[src/rtl/cfgmsg_pkg.sv]
package cfgmsg_pkg;
  localparam int WORD_W = 32;
  localparam int OFS_W  = 8;
  localparam int OP_W   = 8;
  localparam int PORT_W = 8;
  localparam int BE_W   = 4;

  // opcode pairs: bit 0 selects write
  localparam logic [OP_W-1:0] OP_NRM_RD = 8'h10;
  localparam logic [OP_W-1:0] OP_ALT_RD = 8'h06;
  localparam logic [OP_W-1:0] OP_IO_RD  = 8'h02;

  typedef struct packed {
    logic [OP_W-1:0]   opcode;
    logic [PORT_W-1:0] port;
    logic [WORD_W-1:0] addr;
    logic [BE_W-1:0]   be;
    logic              write;
    logic [WORD_W-1:0] wdata;
  } msg_req_t;

  function automatic logic op_is_legal(input logic [OP_W-1:0] op);
    logic [OP_W-1:0] base;
    base = {op[OP_W-1:1], 1'b0};
    return (base == OP_NRM_RD) || (base == OP_ALT_RD) || (base == OP_IO_RD);
  endfunction
endpackage

[src/rtl/cfgmsg_opdec.sv]
module cfgmsg_opdec
  import cfgmsg_pkg::*;
(
  input  logic [OP_W-1:0] opcode,
  output logic            legal,
  output logic            is_write
);
  always_comb begin
    legal    = op_is_legal(opcode);
    is_write = opcode[0];
  end
endmodule

[src/rtl/cfgmsg_regs.sv]
module cfgmsg_regs
  import cfgmsg_pkg::*;
#(
  parameter logic [OFS_W-1:0] CMD_OFS  = 8'hD0,
  parameter logic [OFS_W-1:0] EXT_OFS  = 8'hD4,
  parameter logic [OFS_W-1:0] DATA_OFS = 8'hD8
) (
  input  logic              clk,
  input  logic              rst_n,
  input  logic              host_wr,
  input  logic [OFS_W-1:0]  host_addr,
  input  logic [WORD_W-1:0] host_wdata,
  input  logic              busy,
  input  logic              rsp_load,
  input  logic [WORD_W-1:0] rsp_data,
  output logic              cmd_hit,
  output logic [WORD_W-1:0] ext_q,
  output logic [WORD_W-1:0] data_q,
  output logic [WORD_W-1:0] host_rdata
);
  logic [WORD_W-1:0] cmd_q, cmd_d, ext_d, data_d;
  logic cmd_en, ext_en, data_en;
  logic ext_hit, data_hit;

  always_comb begin
    cmd_hit  = host_wr && (host_addr == CMD_OFS);
    ext_hit  = host_wr && (host_addr == EXT_OFS);
    data_hit = host_wr && (host_addr == DATA_OFS);
    cmd_en   = cmd_hit && !busy;
    ext_en   = ext_hit;
    data_en  = rsp_load || data_hit;
    cmd_d    = host_wdata;
    ext_d    = host_wdata;
    data_d   = rsp_load ? rsp_data : host_wdata;
  end

  always_ff @(posedge clk or negedge rst_n) begin
    if (!rst_n) begin
      cmd_q  <= '0;
      ext_q  <= '0;
      data_q <= '0;
    end else begin
      if (cmd_en)  cmd_q  <= cmd_d;
      if (ext_en)  ext_q  <= ext_d;
      if (data_en) data_q <= data_d;
    end
  end

  always_comb begin
    unique case (host_addr)
      CMD_OFS:  host_rdata = cmd_q;
      EXT_OFS:  host_rdata = ext_q;
      DATA_OFS: host_rdata = data_q;
      default:  host_rdata = '0;
    endcase
  end
endmodule

[src/rtl/cfgmsg_seq.sv]
module cfgmsg_seq
  import cfgmsg_pkg::*;
(
  input  logic     clk,
  input  logic     rst_n,
  input  logic     cmd_hit,
  input  logic     op_legal,
  input  msg_req_t req_in,
  input  logic     rsp_ack,
  output logic     busy,
  output logic     err,
  output logic     rsp_load,
  output msg_req_t req_q
);
  logic     busy_d, err_d, launch, finish, req_en;
  msg_req_t req_d;

  always_comb begin
    launch   = cmd_hit && !busy && op_legal;
    finish   = busy && rsp_ack;
    rsp_load = finish && !req_q.write;
    busy_d   = launch ? 1'b1 : (finish ? 1'b0 : busy);
    err_d    = err || (cmd_hit && (busy || !op_legal));
    req_en   = launch;
    req_d    = req_in;
  end

  always_ff @(posedge clk or negedge rst_n) begin
    if (!rst_n) begin
      busy  <= 1'b0;
      err   <= 1'b0;
      req_q <= '0;
    end else begin
      busy <= busy_d;
      err  <= err_d;
      if (req_en) req_q <= req_d;
    end
  end
endmodule

[src/rtl/cfgmsg_bridge.sv]
module cfgmsg_bridge
  import cfgmsg_pkg::*;
#(
  parameter logic [7:0] CMD_OFS  = 8'hD0,
  parameter logic [7:0] EXT_OFS  = 8'hD4,
  parameter logic [7:0] DATA_OFS = 8'hD8
) (
  input  logic        clk,
  input  logic        rst_n,
  input  logic        host_wr,
  input  logic [7:0]  host_addr,
  input  logic [31:0] host_wdata,
  output logic [31:0] host_rdata,
  output logic        busy,
  output logic        err,
  output logic        req_valid,
  output logic [7:0]  req_opcode,
  output logic [7:0]  req_port,
  output logic [31:0] req_addr,
  output logic [3:0]  req_be,
  output logic        req_write,
  output logic [31:0] req_wdata,
  input  logic        rsp_ack,
  input  logic [31:0] rsp_rdata
);
  localparam int ABYTE_LO = 8;

  logic              cmd_hit, op_legal, op_write, rsp_load, busy_i;
  logic [WORD_W-1:0] ext_q, data_q;
  msg_req_t          req_in, req_q;

  cfgmsg_regs #(
    .CMD_OFS(CMD_OFS), .EXT_OFS(EXT_OFS), .DATA_OFS(DATA_OFS)
  ) u_regs (
    .clk(clk), .rst_n(rst_n), .host_wr(host_wr), .host_addr(host_addr),
    .host_wdata(host_wdata), .busy(busy_i), .rsp_load(rsp_load),
    .rsp_data(rsp_rdata), .cmd_hit(cmd_hit), .ext_q(ext_q),
    .data_q(data_q), .host_rdata(host_rdata)
  );

  cfgmsg_opdec u_opdec (
    .opcode(host_wdata[31:24]), .legal(op_legal), .is_write(op_write)
  );

  always_comb begin
    req_in.opcode = host_wdata[31:24];
    req_in.port   = host_wdata[23:16];
    req_in.addr   = {ext_q[WORD_W-1:ABYTE_LO], host_wdata[15:8]};
    req_in.be     = host_wdata[7:4];
    req_in.write  = op_write;
    req_in.wdata  = data_q;
  end

  cfgmsg_seq u_seq (
    .clk(clk), .rst_n(rst_n), .cmd_hit(cmd_hit), .op_legal(op_legal),
    .req_in(req_in), .rsp_ack(rsp_ack), .busy(busy_i), .err(err),
    .rsp_load(rsp_load), .req_q(req_q)
  );

  always_comb begin
    busy       = busy_i;
    req_valid  = busy_i;
    req_opcode = req_q.opcode;
    req_port   = req_q.port;
    req_addr   = req_q.addr;
    req_be     = req_q.be;
    req_write  = req_q.write;
    req_wdata  = req_q.wdata;
  end
endmodule

[config.mk]
export PLATFORM = sky130hd
export DESIGN_NAME = cfgmsg_bridge
export DESIGN_NICKNAME = d
export VERILOG_FILES = /design/src/rtl/cfgmsg_pkg.sv /design/src/rtl/cfgmsg_opdec.sv /design/src/rtl/cfgmsg_regs.sv /design/src/rtl/cfgmsg_seq.sv /design/src/rtl/cfgmsg_bridge.sv
export SDC_FILE = /design/constraint.sdc
export NUM_CORES = 1
export LEC_CHECK = 0
export BUFFER_PORTS_ARGS = -buffer_cell sky130_fd_sc_hd__buf_2
export CAP_MARGIN = 10
export CORE_ASPECT_RATIO = 1.5
export CORE_MARGIN = 10
export CORE_UTILIZATION = 45
export CTS_BUF_LIST = sky130_fd_sc_hd__clkbuf_8 sky130_fd_sc_hd__clkbuf_16
export CTS_CLUSTER_SIZE = 28
export DETAILED_ROUTE_END_ITERATION = 7
export MAX_ROUTING_LAYER = met4
export PLACE_DENSITY = 0.74
export REMOVE_ABC_BUFFERS = 1
export SLEW_MARGIN = 20
export SYNTH_ARGS = -nofsm -noshare
export SYNTH_HDL_FRONTEND = slang
export SYNTH_SLANG_ARGS = --single-unit
[constraint.sdc]
create_clock -name clk -period 1.79 [get_ports clk]
set_input_delay 0.0895 -clock clk [delete_from_list [all_inputs] [get_ports clk]]
set_output_delay 0.0895 -clock clk [all_outputs]
set_load 0.05 [all_outputs]
# After elaboration in Yosys (flattened, before gate mapping)

Cells that the tools add are included.

Register bits: 183
Input bits: 76
Output and inout port bits: 120
Logic and storage cells: 38

Equality and inequality tests: 6
Muxes and demuxes: 4
Reductions and logical operators: 17

Operator list:

| kind                                          | number |
|---|---|
| one-hot mux 32 bit (3 select lines)           | 1 |
| 2-to-1 mux 32 bit                             | 1 |
| == test 8 bit, second input constant          | 3 |
| logical AND 1 bit                             | 8 |
| == test 7 x 1 -> 1 bit, second input constant | 1 |
| == test 7 x 2 -> 1 bit, second input constant | 1 |
| == test 7 x 4 -> 1 bit, second input constant | 1 |
| logical OR 1 bit                              | 5 |
| logical NOT 1 bit                             | 3 |
| 2-to-1 mux 1 bit                              | 2 |
| nonzero test 2 bit                            | 1 |

# Depth between registers and ports, before layout

Gate-level depths: netlist of run 1.

Word-level depth: 7
Depth in mapped cells: 7

# Cells and area by module

Synthesis of run 1 repeated with hierarchy kept, for this count alone.

Cell total of the unflattened synthesis: 590
Area total of the unflattened synthesis: 8,194.1 um^2

By module, submodules not included:

| module        | instances | cells each | area each (um^2) | seq. area each (um^2) |
|---|---|---|---|---|
| cfgmsg_regs   | 1         | 396        | 4,740.8          | 2,402.3 |
| cfgmsg_seq    | 1         | 188        | 3,407.0          | 2,177.1 |
| cfgmsg_opdec  | 1         | 5          | 38.8             | 0.0 |
| cfgmsg_bridge | 1         | 1          | 7.5              | 0.0 |

# Worst setup path after synthesis of run 1

OpenSTA, ideal clock, no wires.

Kind: reg-to-reg
Start: register u_seq.req_q[77] (netlist name)
End: register u_regs.data_q[28]
Setup time: 0.128 ns
Arrival: 1.889 ns
Data required time: 1.662 ns
Slack: -0.226 ns
Cell stages (with the launch flop): 5
Period minus slack after synthesis: 2.016 ns
Cell sequence: dfrtp_1 nand3b_1 clkbuf_1 mux2_2 mux2_1

RTL lines:

| element              | line              | RTL |
|---|---|---|
| to (signal assigned) | cfgmsg_regs.sv:45 | `if (data_en) data_q <= data_d;` |
| to (decl)            | cfgmsg_regs.sv:18 | `output logic [WORD_W-1:0] data_q,` |

# Worst setup path in the final report of run 1

Start: register u_seq.busy
End: register u_regs.data_q[8]

Longest elaborated chain between the ends: 3
Elaborated cells on any way between the ends: 4
Classes of those cells: 1 x mux; 3 x reduce/logical

Ends and longest elaborated chain:

| element                                                      | line                                 | RTL |
|---|---|---|
| from (decl)                                                  | cfgmsg_seq.sv:10                     | `output logic busy,` |
| from (signal assigned)                                       | cfgmsg_seq.sv:34                     | `busy <= busy_d;` |
| logical AND 1 bit *                                          | cfgmsg_seq.sv:20                     | `finish = busy && rsp_ack;` |
| logical AND 1 bit *                                          | cfgmsg_seq.sv:21                     | `rsp_load = finish && !req_q.write;` |
| 2-to-1 mux 32 bit / logical OR 1 bit (equally long branches) | cfgmsg_regs.sv:34, cfgmsg_regs.sv:31 |  |

Every way passes the cells marked *; elsewhere a longest branch is shown, timed or not.
A chain may end at the register's enable or synchronous reset.

==> metrics list, run 1 <==
* Clock tree root buffer cell: sky130_fd_sc_hd__clkbuf_16
- Post-synthesis share of cell area spent on xor and xnor gates: 0%
- CTS tree: done
* Synth Flop Type: sky130_fd_sc_hd__dfrtp_1
* Worst path required time: 2.09 ns
- After synthesis the cells add up to 8130 um^2.
- Entering global routing, the biggest net connects 61 pins.
- Initial Utilization: 45.5%
- Footprint of the multi-input gates: 3380 um^2
- Clock-pin slew was measured on the worst setup and hold paths at 0.07 ns.
* Fill cell total of the finished layout: 1425
- H-tree Lvls: 4
- For the pin with the worst max-slew slack, the measured transition is 0.520 ns.
- The worst setup path is launched from a flip-flop.
- Leading post-synthesis cells by instance count: sky130_fd_sc_hd__dfrtp_1, sky130_fd_sc_hd__mux2_2, sky130_fd_sc_hd__nor2_1
- Critical-path cell with the highest stage delay: sky130_fd_sc_hd__mux2_2
- Simple-gate share of the synthesized area: 4.68%
- After detailed routing, the number of vias per cell comes to 5.23.
- Setup slack at placement: -0.109 ns
* Area growth, synth to finish: 30.4%
- The endpoint identified for the worst register-to-register timing path is u_regs.data_q[8].
* Critical path arrival: 2.02 ns
- Status: completed
- Number of endpoints with negative hold slack in the final report: 0
- The first global-routing pass estimated 32900 um of wire.
- The smallest clock period supported by the final layout is computed as 1.72 ns.
* Static power due to leakage: 5.77 nW
- IR analysis of the VDD net gives a maximum drop of 0.500 mV.
- For this run, the register share of the synthesized area comes to 56.0%.
- Setup violations remaining at the end of the flow were counted as 0.
- The final number of max-transition violations was 0.
* Number of detailed-routing iterations run before antenna repair: 4
* Synthesized instance count: 584
* Die outline height: 185 um
- Floorplan Core Area: 17900 um^2
- In this run the core area contains 60 standard-cell rows.
* Detailed Place HPWL: 15200 um
- 0 antenna diodes ended up in the layout.
* Overflow left after global routing: 0
- Insertion delay of the later-clocked pin in the worst-skew pair: 0.43 ns
- Share of cells above drive strength 1: 55.7%
- The synthesized netlist devotes 2.31% of its cell area to compound gates.
* Number of clock buffers inserted by TritonCTS: 17
* Worst setup path category: flip-flop to flip-flop
- Biggest fanout along the worst timing path: 22
* Capture point of the worst path: u_regs.data_q[8]
- Per-cell routed wire length: 20.1 um
- The synthesized design contains 0 enable-type register cells.
- Post-synthesis share of cell area spent on full adders, half adders and majority gates: 0%
- After clock tree synthesis, the setup repair step added 0 buffers.
- Crit end category: flip-flop
- Counting cells, the worst reg-to-reg path comes to 6.
- The worst hold path was traced through 3 stages.
* #FFs+latches synth: 182
- # DRC: 0
- Counting along the longest clock path gives a buffer depth of 2.
- Global routing used 18.3% of the available tracks across all layers.
* Die Outline Area: 24000 um^2
- Across the run, the number of max-cap violations was 0.
- Most numerous cell on the critical path: sky130_fd_sc_hd__buf_12
- Counting every sink on the clock net gives 182.
* Dominant combinational cell family by area after synthesis: multiplexers
- Pin placement for this block handled 196 I/O pins.
- The final layout contains 908 nets.
* Design Power: 8.70 mW
- WL final: 21400 um
* Number of antenna violations at the first check in global routing: 0
- Synth async-reset ratio: 100%
* Share of synthesized area spent on multiplexers: 34.1%
- Worst-case register-to-register setup slack: 0.07 ns
- The netlist uses 26 different library cells.
- Weighted congestion reported at the end of routability-driven placement: 0.757
- Among all cell types in the netlist, the one instantiated most often is sky130_fd_sc_hd__dfrtp_1.
* Count of input and output buffers: 195
- Antenna viol nets, final: 0
* Fraction of the cycle the final worst path needs: 96.0%
- Worst-case hold slack: 0.0193 ns
- The via count of the first global-routing pass is 6014.
- Maximum clock skew at final layout: 0.00671 ns
* Syn_area_per_cell: 13.9 um^2
- For this run, the slowest stage of the critical path takes 0.37 ns.
* Launching point of the worst reg2reg path: u_seq.busy
- Across the whole layout, storage elements account for 4550 um^2.
- The first routing iteration left 213 violations.
* Largest area contributor in the synthesized netlist: sky130_fd_sc_hd__dfrtp_1
- Worst-path cell chain: buf_4 > nand3b_1 > buf_12 > o21ai_4 > buf_12 > mux2_2
- At the end of the flow the core is filled with cells to 59.3%.
* Launch point of the critical path: u_seq.busy
- Highest Clock Rate: 0.582 GHz
* Total of warnings raised by yosys: 0
* Max-slew headroom at the worst pin: 65.3%
- Count of vias placed by the detailed router: 5558
- Final WS setup: 0.0722 ns
- By area the synthesized netlist is led by sky130_fd_sc_hd__dfrtp_1, sky130_fd_sc_hd__mux2_2, sky130_fd_sc_hd__mux2_4, sky130_fd_sc_hd__mux2i_1, sky130_fd_sc_hd__nor2_1.
- Worst min path class: input pin to flip-flop
- Horizontal die dimension: 130 um
- In this run the power density over the cells is 820 nW/um^2.
* Yosys top cell area share: 56.0%
[logic make-up (layout without fill, tap and decap cells)]
logic type	Yosys count	count (layout)
mux	240	240
flops	182	182
simple gates	83	83
buf+inv	43	304
compound gates	36	36
[cell usage in the layout, fill, tap and decap left out, types with 2 or more instances in the layout]
master	instances
sky130_fd_sc_hd__a21oi_1	32
sky130_fd_sc_hd__buf_4	25
sky130_fd_sc_hd__bufinv_16	3
sky130_fd_sc_hd__buf_2	194
sky130_fd_sc_hd__a21o_1	2
sky130_fd_sc_hd__nor2_1	66
sky130_fd_sc_hd__dfrtp_1	182
sky130_fd_sc_hd__mux2_4	30
sky130_fd_sc_hd__mux2_1	6
sky130_fd_sc_hd__nor2b_1	5
sky130_fd_sc_hd__clkinvlp_4	4
sky130_fd_sc_hd__clkbuf_16	17
sky130_fd_sc_hd__mux2_2	171
sky130_fd_sc_hd__inv_1	8
sky130_fd_sc_hd__dlygate4sd3_1	35
sky130_fd_sc_hd__inv_6	3
sky130_fd_sc_hd__mux2i_1	33
sky130_fd_sc_hd__buf_12	13
sky130_fd_sc_hd__nand2_1	2
[worst min path at each step]
stage                        from           endpoint  slack [ns]
finish              rsp_rdata[18]  u_regs.data_q[18]        0.02
global route         rsp_rdata[5]   u_regs.data_q[5]       0.008
CTS                 rsp_rdata[18]  u_regs.data_q[18]       0.003
detailed placement          rst_n    u_seq.req_q[44]        0.12
global placement            rst_n    u_seq.req_q[44]        0.12
floorplan                   rst_n    u_regs.cmd_q[0]       -0.21
[per-layer routing]
metal / wire (um) / share of wire [%] / global-route usage, % / vias up
li1: - / - / - / 2541
met1: 8470 / 40 / 19.8 / 2862
met2: 11800 / 55 / 32.7 / 121
met3: 672 / 3.1 / 3.25 / 34
met4: 455 / 2.1 / 6.81 / 0
met5: 0 / 0 / - / -
[sequential cells by signal, summed over array words and instances, names as in the netlist]
name and flops:
u_regs.ext_q 32, u_seq.req_q 84, u_regs.cmd_q 32, u_seq.busy 1, u_seq.err 1, u_regs.data_q 32
[where the power goes]
| part | switching (mW) | internal, mW | total, mW |
|---|---|---|---|
| Combinational | 0.300 | 0.316 | 0.615 |
| Sequential | 0.0705 | 4.22 | 4.29 |
| Clock | 1.61 | 2.18 | 3.79 |
[repair_timing]
item                                    in CTS  in global routing
endpoints found under the hold margin      138                  0
gates resized for setup                      0                  2
hold buffers                                35                  0
endpoints found under the setup margin       0                 77
[stage by stage]
stage	std cells	cell area [um^2]	TNS (ns)
final	1062	10600	0
after CTS	1062	10600	0
after global routing	1062	10600	-0.00833
after floorplan	544	7910	-375.06
after global placement	995	9650	-5.51
after detailed placement	995	9650	-9.05
[critical path, delay by kind of cell, from the launching register on]
kind | cells | cell delay, ns
buffers and inverters | 3 | 0.59
multiplexers | 1 | 0.37
flip-flops | 1 | 0.34
AND/OR/NAND/NOR | 1 | 0.19
AO/OA/AOI/OAI | 1 | 0.09
[area by class of cell]
type                    count  share of cell area [%]
flip-flops and latches    182                    43.0
inverters                   3                   0.106
well taps                 217                    2.56
clock buffers              17                    4.01
multi-input cells         359                    31.9
clock inverters            15                    1.56
repair buffers            269                    16.9
No activity file was read; power rests on OpenSTA's default activity.
==> inputs of run 2 (changes only) <==
--- a/config.mk
+++ b/config.mk
@@ -13,8 +13,9 @@
 export CTS_BUF_LIST = sky130_fd_sc_hd__clkbuf_8 sky130_fd_sc_hd__clkbuf_16
 export CTS_CLUSTER_SIZE = 28
 export DETAILED_ROUTE_END_ITERATION = 7
+export HOLD_SLACK_MARGIN = 0.03
 export MAX_ROUTING_LAYER = met4
-export PLACE_DENSITY = 0.74
+export PLACE_DENSITY = 0.71
 export REMOVE_ABC_BUFFERS = 1
 export SLEW_MARGIN = 20
 export SYNTH_ARGS = -nofsm -noshare
==> constraint.sdc (replaced) <==
create_clock -name clk -period 1.7 [get_ports clk]
set_input_delay 0.085 -clock clk [delete_from_list [all_inputs] [get_ports clk]]
set_output_delay 0.085 -clock clk [all_outputs]
set_load 0.05 [all_outputs]
==> run 2 against run 1 <==
Compared with the run above:
- the flow now finishes with violations (negative setup slack)
- cell count increased by 3.9%
- combinational power is 19% higher
- fmax rose by 0.26%
- count of clock-buffer cells in the layout grew 2
- register-to-register slack worse by 0.09 ns
- wire length increased by 8.9%
- non-clock buffer count grew 40
- die area stayed put
- sequential power increased by 5.4%
- clock power rose by 5.8%
- design area rose by 6.2%
==> metrics list, run 2 (synthesized netlist as in run 1, its figures left out) <==
- The transition time of the tightest slew-check pin came to 0.508 ns (-0.0122 ns).
- The worst hold path depth was 3 (unchanged).
- Initial Utilization: 45.5% (unchanged)
- The final RePlAce weighted congestion is 0.784 (+3.5%).
* Worst ir drop on vdd: 0.524 mV (+4.8%)
- Startpoint class of the critical path: flip-flop
- The top cell types in the final layout, fill and taps aside, are sky130_fd_sc_hd__buf_2, sky130_fd_sc_hd__dfrtp_1, sky130_fd_sc_hd__mux2_2.
* Per-cell routed wire length: 21.1 um (+4.9%)
- Register with the highest flop count: u_seq.req_q
- Insertion delay of the later-clocked pin in the worst-skew pair: 0.43 ns (about the same)
- Critical path arrival: 2.03 ns (about the same)
- Time the final worst path needs with I/O delays and setup: 1.71 ns (-0.00449 ns)
- The pin count of the biggest net entering global routing is 53 (-13%).
- The worst-case clock skew came to 0.00950 ns (+0.00278 ns).
- CP max stage delay: 0.38 ns (about the same)
* Die Outline Area: 24000 um^2 (unchanged)
- The area taken by flip-flops and latches came to 4550 um^2 (unchanged).
- The flow ran to the end, but the final reports show violations.
- Nets: 948 (+4.4%)
- The core box area was 17900 um^2 (unchanged).
* Most common library cell in the layout ignoring fill and taps: sky130_fd_sc_hd__buf_2
* Count of vias placed by the detailed router: 5763 (+3.7%)
* Boundary Pins: 196 (unchanged)
- CTS sink count: 182 (unchanged)
- TritonCTS built the clock tree.
* WL final: 23300 um (+8.9%)
* Summed area of non-filler cells in the final layout: 11300 um^2 (+6.2%)
- The worst setup path is captured at a flip-flop.
- H-tree Lvls: 4 (unchanged)
- The total of endpoints with negative setup slack in the final report came to 12 (+12).
* Detailed Place HPWL: 15400 um (+1.5%)
* Violations in the final reports: negative setup slack
* Critical-path cell with the highest stage delay: sky130_fd_sc_hd__dfrtp_1
- The area growth from synthesis to layout is 38.5%.
- Traced cell by cell, the critical path runs through buf_6 > nand3b_1 > buf_4 > o21ai_4 > buf_12 > mux2_2.
- Fraction of the cycle the final worst path needs: 101% (+4.8 points)
- Placed cell count: 995 (unchanged)
- Via density per instance: 5.22 (-0.17%)
* Number of standard cells in the layout, taps in and fillers out: 1103 (+3.9%)
- Setup repair after global routing missed its margin: true
* Max clock buf depth: 2 (unchanged)
* Static power due to leakage: 6.11 nW (+5.9%)
- Overflow left after global routing: 0 (unchanged)
- The detailed router's first-iteration violation count came to 212 (-0.47%).
* Max-slew headroom at the worst pin: 66.1% (+0.81 points)
- The layout cell share with drive strength beyond 1 came to 54.9% (-0.82 points).
- The fill cell instance count of the final layout came to 1328 (-6.8%).
* Biggest fanout along the worst timing path: 17 (-23%)
* Global-route wire length before repair: 35000 um (+6.3%)
- Flip-flop count of the largest register after layout: 84 (unchanged)
- Core Rows: 60 (unchanged)
* Worst-case hold slack: 0.0507 ns (+0.0314 ns)
* Worst path required time: 2.02 ns (-0.07 ns)
* Number of endpoints with negative hold slack in the final report: 0 (unchanged)
- Depth of the most critical reg-to-reg path: 6 (unchanged)
- The number of buffers inserted during clock tree synthesis is 17 (unchanged).
- The final number of max-transition violations was 0 (unchanged).
- The max-cap violation count is 0 (unchanged).
- # DRC: 0 (unchanged)
- Horizontal die dimension: 130 um (unchanged)
* Count of input and output buffers: 195 (unchanged)
- Worst min path class: input pin to flip-flop
- The maximum clock rate came to 0.584 GHz (+0.26%).
- The summed negative setup slack over all endpoints is -0.0599 ns (-0.0599 ns).
- The standard cell area after detailed placement is 9650 um^2 (about the same).
- The initial antenna violation count came to 2 (+2).
- Die outline height: 185 um (unchanged)
* Worst-path clk slew: 0.07 ns (about the same)
* Antenna viol nets, final: 0 (unchanged)
* Worst setup path category: flip-flop to flip-flop
* Number of detailed-routing iterations run before antenna repair: 6 (+2)
- The footprint of the multi-input gates was 3540 um^2 (+4.9%).
- Combined global-route utilization of all metal layers: 19.3% (+1.0 points)
- The power per unit of standard cell area was 822 nW/um^2 (+0.23%).
- Vias in the first global route: 6532 (+8.6%)
- CTS placed an instance of sky130_fd_sc_hd__clkbuf_16 at the clock tree root.
- Final WS setup: -0.0133 ns (-0.0855 ns)
-- run 2: final timing paths --
kind / start / end / slack [ns]
worst max-delay path: u_seq.busy / u_regs.data_q[2] / -0.01
worst min-delay path: host_wdata[26] / u_regs.cmd_q[26] / 0.05
worst max register to register: u_seq.busy / u_regs.data_q[2] / -0.01
worst min register to register: u_seq.req_q[38] / u_seq.req_q[38] / 0.50
max in group asynchronous: rst_n / u_seq.req_q[45] / 0.86
min in group asynchronous: rst_n / u_seq.req_q[44] / 0.17
-- run 2: per-stage QoR --
step / utilization [%] / power (mW) / setup slack, ns
after detailed placement: 54.0 / 5.19 / -0.154
final: 63.0 / 9.26 / -0.0133
after floorplan: - / 4.82 / -3.26
after CTS: 61.4 / 9.31 / -0.00735
after global placement: 54.0 / 5.16 / -0.139
after global routing: 63.0 / 9.60 / -0.0643
-- run 2: where the power goes --
part	switching [mW]	leakage, nW	internal (mW)
logic	0.331	3.30	0.399
clock network	1.74	0.290	2.26
registers	0.0784	2.52	4.44
total	2.15	6.11	7.10
-- run 2: repair_timing --
action                                 CTS  global route
hold buffers                            65             0
gates resized for setup                  8            49
setup buffers                            2             4
gates cloned                             1             4
endpoints found under the hold margin  180             0
setup endpoints to repair               82           132
pin swaps                                3             1
-- run 2: critical path, delay by kind of cell (launching register included) --
| kind | cells | cell delay (ns) |
|---|---|---|
| AO/OA/AOI/OAI | 1 | 0.15 |
| flip-flops | 1 | 0.38 |
| buffers and inverters | 3 | 0.58 |
| multiplexers | 1 | 0.35 |
| AND/OR/NAND/NOR | 1 | 0.11 |
-- run 2: per-layer routing --
layer  GRT usage (%)  vias to the layer above  share of wire [%]
met5               -                        -                  0
met4            7.58                        0                1.7
met3            4.40                       33                4.3
met2            34.2                      153                 55
met1            20.3                     2955                 39
li1                -                     2622                  -
-- run 2: layout make-up --
type                       count  share of cell area, %
antenna                        1                 0.0222
tap                          217                   2.41
timing repair buffer         309                   20.2
inverter                       3                  0.100
sequential                   182                   40.5
clock buffer                  19                   4.02
clock inverter                13                   1.30
multi-input combinational    359                   31.5
